`src/rtl/vw_pkg.sv`:
```
package vw_pkg;
  localparam int BYTE_W      = 8;
  localparam int SLOT_ADDR_W = 3;
  localparam int SLOT_INDEX  = 0;
  localparam int SLOT_RSTCFG = 1;
  localparam int SLOT_FLAGS  = 2;
  localparam int SLOT_WIRE0  = 4;
  localparam int MAP_LSB     = 4;

  typedef enum logic [1:0] {
    DOM_LINK     = 2'd0,
    DOM_SYSTEM   = 2'd1,
    DOM_IO       = 2'd2,
    DOM_PLATFORM = 2'd3
  } rst_dom_e;
endpackage

```
`src/rtl/vw_cfg_regs.sv`:
```
module vw_cfg_regs
  import vw_pkg::*;
#(
  parameter int IDX_W     = 8,
  parameter int NUM_WIRES = 4,
  parameter int SRC_W     = 2
) (
  input  logic                   clk,
  input  logic                   rst_n,
  input  logic                   idx_wr,
  input  logic                   cfg_wr,
  input  logic [BYTE_W-1:0]      wr_data,
  output logic [IDX_W-1:0]       index_q,
  output logic [SRC_W-1:0]       src_q,
  output logic [NUM_WIRES-1:0]   map_q
);
  logic [IDX_W-1:0]     index_d;
  logic [SRC_W-1:0]     src_d;
  logic [NUM_WIRES-1:0] map_d;

  always_comb begin
    index_d = index_q;
    src_d   = src_q;
    map_d   = map_q;
    if (idx_wr) index_d = wr_data[IDX_W-1:0];
    if (cfg_wr) begin
      src_d = wr_data[SRC_W-1:0];
      map_d = wr_data[MAP_LSB +: NUM_WIRES];
    end
  end

  always_ff @(posedge clk or negedge rst_n) begin
    if (!rst_n) begin
      index_q <= '0;
      src_q   <= '0;
      map_q   <= '0;
    end else begin
      if (idx_wr) index_q <= index_d;
      if (cfg_wr) begin
        src_q <= src_d;
        map_q <= map_d;
      end
    end
  end

  // index slot captures the written byte
  a_r2_index_capture: assert property (@(posedge clk) disable iff (!rst_n)
    idx_wr |=> index_q == $past(wr_data[IDX_W-1:0]));
  // configuration is only changed by its own slot write
  a_r9_cfg_kept: assert property (@(posedge clk) disable iff (!rst_n)
    !cfg_wr |=> ($stable(src_q) && $stable(map_q)));
endmodule

```
`src/rtl/vw_wire_cell.sv`:
```
module vw_wire_cell (
  input  logic clk,
  input  logic rst_n,
  input  logic wr_hit,
  input  logic wr_bit,
  input  logic rst_hit,
  input  logic rst_bit,
  input  logic sent,
  output logic state_q,
  output logic flag_q
);
  logic changed;
  logic state_d;
  logic flag_d;
  logic cell_en;

  always_comb begin
    changed = wr_hit && (wr_bit != state_q);
    cell_en = rst_hit || wr_hit || sent;
    if (rst_hit) begin
      state_d = rst_bit;
      flag_d  = 1'b0;
    end else begin
      state_d = wr_hit ? wr_bit : state_q;
      flag_d  = (flag_q && !sent) || changed;
    end
  end

  always_ff @(posedge clk or negedge rst_n) begin
    if (!rst_n) begin
      state_q <= 1'b0;
      flag_q  <= 1'b0;
    end else if (cell_en) begin
      state_q <= state_d;
      flag_q  <= flag_d;
    end
  end

  // a new value marks the wire as changed
  a_r3_new_value_flags: assert property (@(posedge clk) disable iff (!rst_n)
    (wr_hit && (wr_bit != state_q) && !rst_hit) |=> (flag_q && state_q == $past(wr_bit)));
  // rewriting the held value leaves a clear flag clear
  a_r4_same_value_quiet: assert property (@(posedge clk) disable iff (!rst_n)
    (wr_hit && (wr_bit == state_q) && !flag_q && !rst_hit) |=> !flag_q);
  // an accepted flag clears unless a fresh change arrives
  a_r7_sent_clears: assert property (@(posedge clk) disable iff (!rst_n)
    (sent && !wr_hit && !rst_hit) |=> !flag_q);
  // change during accept stays pending
  a_r8_change_kept: assert property (@(posedge clk) disable iff (!rst_n)
    (sent && wr_hit && (wr_bit != state_q) && !rst_hit) |=> flag_q);
  // selected reset loads the pattern and clears the flag
  a_r10_reset_wins: assert property (@(posedge clk) disable iff (!rst_n)
    rst_hit |=> (state_q == $past(rst_bit) && !flag_q));
endmodule

```
`src/rtl/vw_tx_gate.sv`:
```
module vw_tx_gate #(
  parameter int NUM_WIRES = 4
) (
  input  logic                 clk,
  input  logic                 rst_n,
  input  logic [NUM_WIRES-1:0] flags,
  input  logic                 tx_grant,
  input  logic                 rst_hit,
  output logic                 tx_req,
  output logic [NUM_WIRES-1:0] sent_mask
);
  logic accept;

  always_comb begin
    tx_req    = |flags;
    accept    = tx_req && tx_grant;
    sent_mask = accept ? flags : '0;
  end

  // a pending request holds until accepted or reset
  a_r5_req_holds: assert property (@(posedge clk) disable iff (!rst_n)
    (tx_req && !tx_grant && !rst_hit) |=> tx_req);
  // at most the pending flags are reported as sent
  a_r7_sent_subset: assert property (@(posedge clk) disable iff (!rst_n)
    (sent_mask & ~flags) == '0);
endmodule

```
`src/rtl/d2h_vwire_group.sv`:
```
module d2h_vwire_group
  import vw_pkg::*;
#(
  parameter int IDX_W       = 8,
  parameter int NUM_WIRES   = 4,
  parameter int NUM_RST_SRC = 4
) (
  input  logic                   clk,
  input  logic                   rst_n,
  input  logic                   reg_wr,
  input  logic [SLOT_ADDR_W-1:0] reg_addr,
  input  logic [BYTE_W-1:0]      reg_wdata,
  output logic [BYTE_W-1:0]      reg_rdata,
  input  logic [NUM_RST_SRC-1:0] rst_evt,
  output logic                   tx_req,
  input  logic                   tx_grant,
  output logic [IDX_W-1:0]       tx_index,
  output logic [NUM_WIRES-1:0]   tx_wires
);
  localparam int SRC_W = $clog2(NUM_RST_SRC);

  logic                 idx_wr;
  logic                 cfg_wr;
  logic [IDX_W-1:0]     index_q;
  logic [SRC_W-1:0]     src_q;
  logic [NUM_WIRES-1:0] map_q;
  logic [NUM_WIRES-1:0] state_q;
  logic [NUM_WIRES-1:0] flag_q;
  logic [NUM_WIRES-1:0] sent_mask;
  logic [NUM_WIRES-1:0] wr_hit;
  logic                 rst_hit;

  always_comb begin
    idx_wr  = reg_wr && (reg_addr == SLOT_ADDR_W'(SLOT_INDEX));
    cfg_wr  = reg_wr && (reg_addr == SLOT_ADDR_W'(SLOT_RSTCFG));
    rst_hit = rst_evt[src_q];
  end

  vw_cfg_regs #(
    .IDX_W(IDX_W), .NUM_WIRES(NUM_WIRES), .SRC_W(SRC_W)
  ) u_cfg (
    .clk(clk), .rst_n(rst_n), .idx_wr(idx_wr), .cfg_wr(cfg_wr),
    .wr_data(reg_wdata), .index_q(index_q), .src_q(src_q), .map_q(map_q)
  );

  for (genvar gi = 0; gi < NUM_WIRES; gi++) begin : g_wire
    assign wr_hit[gi] = reg_wr && (reg_addr == SLOT_ADDR_W'(SLOT_WIRE0 + gi));
    vw_wire_cell u_cell (
      .clk(clk), .rst_n(rst_n),
      .wr_hit(wr_hit[gi]), .wr_bit(reg_wdata[0]),
      .rst_hit(rst_hit), .rst_bit(map_q[gi]),
      .sent(sent_mask[gi]),
      .state_q(state_q[gi]), .flag_q(flag_q[gi])
    );
  end

  vw_tx_gate #(.NUM_WIRES(NUM_WIRES)) u_tx (
    .clk(clk), .rst_n(rst_n), .flags(flag_q), .tx_grant(tx_grant),
    .rst_hit(rst_hit), .tx_req(tx_req), .sent_mask(sent_mask)
  );

  always_comb begin
    tx_index  = index_q;
    tx_wires  = state_q;
    reg_rdata = '0;
    if (reg_addr == SLOT_ADDR_W'(SLOT_INDEX)) begin
      reg_rdata[IDX_W-1:0] = index_q;
    end else if (reg_addr == SLOT_ADDR_W'(SLOT_RSTCFG)) begin
      reg_rdata[SRC_W-1:0]            = src_q;
      reg_rdata[MAP_LSB +: NUM_WIRES] = map_q;
    end else if (reg_addr == SLOT_ADDR_W'(SLOT_FLAGS)) begin
      reg_rdata[NUM_WIRES-1:0] = flag_q;
    end else begin
      for (int i = 0; i < NUM_WIRES; i++) begin
        if (reg_addr == SLOT_ADDR_W'(SLOT_WIRE0 + i)) reg_rdata[0] = state_q[i];
      end
    end
  end

  // message wires only move on a write or a selected reset
  a_r6_wires_steady: assert property (@(posedge clk) disable iff (!rst_n)
    (!reg_wr && !rst_hit) |=> $stable(tx_wires));
  // the index survives reset pulses of any domain
  a_r9_index_kept: assert property (@(posedge clk) disable iff (!rst_n)
    !idx_wr |=> $stable(tx_index));
endmodule

```
`config.mk`:
```
export PLATFORM = sky130hd
export DESIGN_NAME = d2h_vwire_group
export DESIGN_NICKNAME = d
export VERILOG_FILES = /design/src/rtl/vw_pkg.sv /design/src/rtl/vw_cfg_regs.sv /design/src/rtl/vw_wire_cell.sv /design/src/rtl/vw_tx_gate.sv /design/src/rtl/d2h_vwire_group.sv
export SDC_FILE = /design/constraint.sdc
export NUM_CORES = 1
export LEC_CHECK = 0
export BUFFER_PORTS_ARGS = -buffer_cell sky130_fd_sc_hd__buf_2
export CAP_MARGIN = 20
export CORE_UTILIZATION = 49
export CTS_CLUSTER_SIZE = 30
export DETAILED_ROUTE_END_ITERATION = 16
export PLACE_DENSITY = 0.9
export SLEW_MARGIN = 20
export SYNTH_ARGS = -nofsm -noshare
export SYNTH_HDL_FRONTEND = slang
export SYNTH_SLANG_ARGS = --single-unit
```
`constraint.sdc`:
```
create_clock -name clk -period 1.9 [get_ports clk]
set_input_delay 0.285 -clock clk [delete_from_list [all_inputs] [get_ports clk]]
set_output_delay 0.285 -clock clk [all_outputs]
set_load 0.1 [all_outputs]
```
==> results.txt <==
Cell Area, Synth: 0.001217 mm²
Worst Path Required: 1620 ps
DRC Markers: 0
Post-Route Skew: 5.006 ps
initial antenna violation count: 0
status: finished with violations
Comb pwr share: 59.4%
port bufs: 39
critical path's top delay family: multiplexers
area of the die: 0.002688 mm²
Synth Instances: 104
CTS tree: built
Final Critical Period: 1922 ps
chip height: 51.85 µm
gr ovfl total: 0
CTS max path bufs: 2
failing checks: setup timing
CTS buffer count: 3
Worst-Margin Slew: 514.0 ps
Clk pwr share: 10.2%
GRT Total Usage: 25.69%
CTS Sinks: 22
Clock Latency Late Sink: 310 ps
RSZ-0062 raised after global routing: true
kind of critical path: reg2out
sw frac: 53.58%
Pint: 1020 µW
slowest cell on the critical path: mux4_2
final hold violation count: 0
number of fill cells: 159
crit end category: output pin
area of the multi-input gates: 671.9 µm²
largest net degree at the start of global routing: 23
Area Overhead vs Synth: 39.88%
Worst-path clk slew: 120 ps
Lkg Pwr: 0.0007805 µW
P per Cell Area: 1291 mW/mm²
register area: 573.1 µm²
synth warn: 0
Netlist cell types: 26
Syn Nets: 123
gp weighted congestion: 0.8872
1st-pass router iterations: 4
sequential share of power: 30.4%
final worst-path cycle share: 101.2%
final WL: 3057 µm
Net Switching: 1178 µW
via density per instance: 5.829
Worst Path Max Fanout: 2
Placed Cells: 166
clk root buf: clkbuf_4
hpwl dp: 2262 µm
Core Util, Final: 74.82%
Hold Path Class: in2reg
share of layout cells above drive strength 1: 57.14%
synthesized area per cell: 11.71 µm²
max-cap violations: 0
WP buf/inv: 1
crit-path cells: mux4_2 > mux2_4 > buf_12
post-layout instance area: 0.001703 mm²
CP startpoint kind: register
H-tree levels: 1
Non-Filler Instances: 175
Final setup viols: 1
Post-DP Area: 0.001618 mm²
Final Max Tran Viols: 0
vias in the first global route: 1040
core area: 0.002276 mm²
first-pass GRT wire length: 4830 µm
Starting DRT DRC Count: 26
initial core utilization: 53.49%
Wirelength per Cell: 17.47 µm
Synth Register Bits: 22
Place WS: 130.6 ps
ANT nets after route: 0
std cell rows: 17
Antenna diodes: 0
f_max: 0.5202 GHz
slew margin rel.: 65.26%
fraction of the yosys area taken by sequential cells: 45.22%
Peak VDD IR: 962.7 µV
max incr delay on CP: 460 ps
io pins: 40
die width: 51.85 µm
via count: 1020
Nets: 167
setup ws final: -22.25 ps
CP Data Arrival Time: 1640 ps
-- worst register-to-register path: stages, from the launching register on --
cell and delay [ps]:
dfrtp_1 450, mux4_2 670, o21ai_0 260
-- final timing paths --
check,end,from,slack [ps],cells past startpoint
min reg2reg,g_wire[3].u_cell.state_q,u_cfg.map_q[3],530,2
min,u_cfg.index_q[3],reg_wdata[3],210,2
max,reg_rdata[0],g_wire[0].u_cell.state_q,-20,3
max reg2reg,g_wire[2].u_cell.state_q,u_cfg.src_q[0],440,2
min in group asynchronous,u_cfg.map_q[2],rst_n,460,2
max in group asynchronous,u_cfg.index_q[4],rst_n,1070,2
-- state kept, by name (all words and copies together), names as in the netlist --
register and count:
u_cfg.index_q 8, g_wire.u_cell.flag_q 4, g_wire.u_cell.state_q 4, u_cfg.map_q 4
u_cfg.src_q 2
-- synthesized netlist by cell type --
library cell  count  area share, %
dfrtp_1          22             45
buf_4             4            2.5
o22ai_1           3            1.5
nand4_1           1           0.51
mux2i_1          12            9.9
nor4bb_1          1           0.82
buf_2             5            2.1
nor4b_4           1            2.0
nor2b_1           5            2.6
or4_1             1           0.62
o21ai_0           4            1.6
nand4b_1          2            1.4
xnor2_1           3            2.2
mux2_2           13             12
o2bb2ai_1         1           0.72
a21oi_1           1           0.41
clkbuf_1          2           0.62
xor2_1            1           0.72
inv_1             3           0.92
nor3_2            1           0.82
nor2_1            2           0.62
mux4_2            2            3.7
a2bb2oi_1         1           0.72
mux2_1            2            1.8
nor3_1            6            2.5
nand2_1           5            1.5
-- routing by layer --
layer	track usage (%)	vias up	part of all wire, %
li1	-	462	-
met1	28.96	516	39
met5	0	-	0
met4	11.26	0	1.7
met3	2.924	6	3.9
met2	47.86	36	55
-- per-stage QoR --
| stage | total power [µW] | setup TNS [ps] | hold WS, ps |
|---|---|---|---|
| 6_report | 2198 | -22.25 | 206.2 |
| 3_5_place_dp | 1893 | 0 | 269.1 |
| 2_1_floorplan | 1713 | -89.67 | -10.59 |
| 5_1_grt | 2271 | -60.55 | 189.0 |
| 4_1_cts | 2194 | -6.951 | 197.6 |
| 3_3_place_gp | 1862 | 0 | 261.7 |
-- cells in the final DEF, fill, tap and decap left out, drive strengths merged, types with 2 or more instances in the layout --
cell type,Yosys,layout
mux2,15,15
nand4b,2,2
xnor2,3,3
dfrtp,22,22
nor2,2,2
clkbuf,2,4
buf,9,49
o22ai,3,3
mux4,2,2
nor3,7,7
mux2i,12,12
nand2,5,5
inv,3,3
o21ai,4,4
nor2b,5,5
-- area by class of cell --
| cell class | instances | area share [%] |
|---|---|---|
| Inverter | 3 | 0.6613 |
| Multi-Input combinational cell | 68 | 39.46 |
| Clock buffer | 4 | 1.543 |
| Sequential cell | 22 | 33.65 |
| Timing Repair Buffer | 50 | 22.63 |
| Tap cell | 28 | 2.057 |
-- power groups by stage --
stage	Combinational (µW)	Sequential (µW)	Clock, µW
final	1310	668	224
after global routing	1350	678	245
after floorplan	758	955	0
after CTS	1300	666	224
after global placement	1170	692	0
after detailed placement	1190	701	0
-- cells by family (layout without fill, tap and decap cells) --
| logic type | Yosys count | in the layout | synth area share, % |
|---|---|---|---|
| muxes | 29 | 29 | 27.44 |
| and+or+nand+nor | 25 | 25 | 13.36 |
| DFF | 22 | 22 | 45.22 |
| buffers and inverters | 14 | 57 | 6.064 |
| AOI/OAI and AO/OA | 10 | 10 | 5.036 |
| xor gates and xnor gates | 4 | 4 | 2.878 |
-- what timing repair did --
action | 4_1_cts | 5_1_grt
endpoints found under the hold margin | 22 | 0
hold buffers | 1 | 0
endpoints found under the setup margin | 1 | 1
gates cloned | 0 | 0
setup buffers | 4 | 0
gates resized for setup | 5 | 0
No activity file was read; power rests on OpenSTA's default activity.
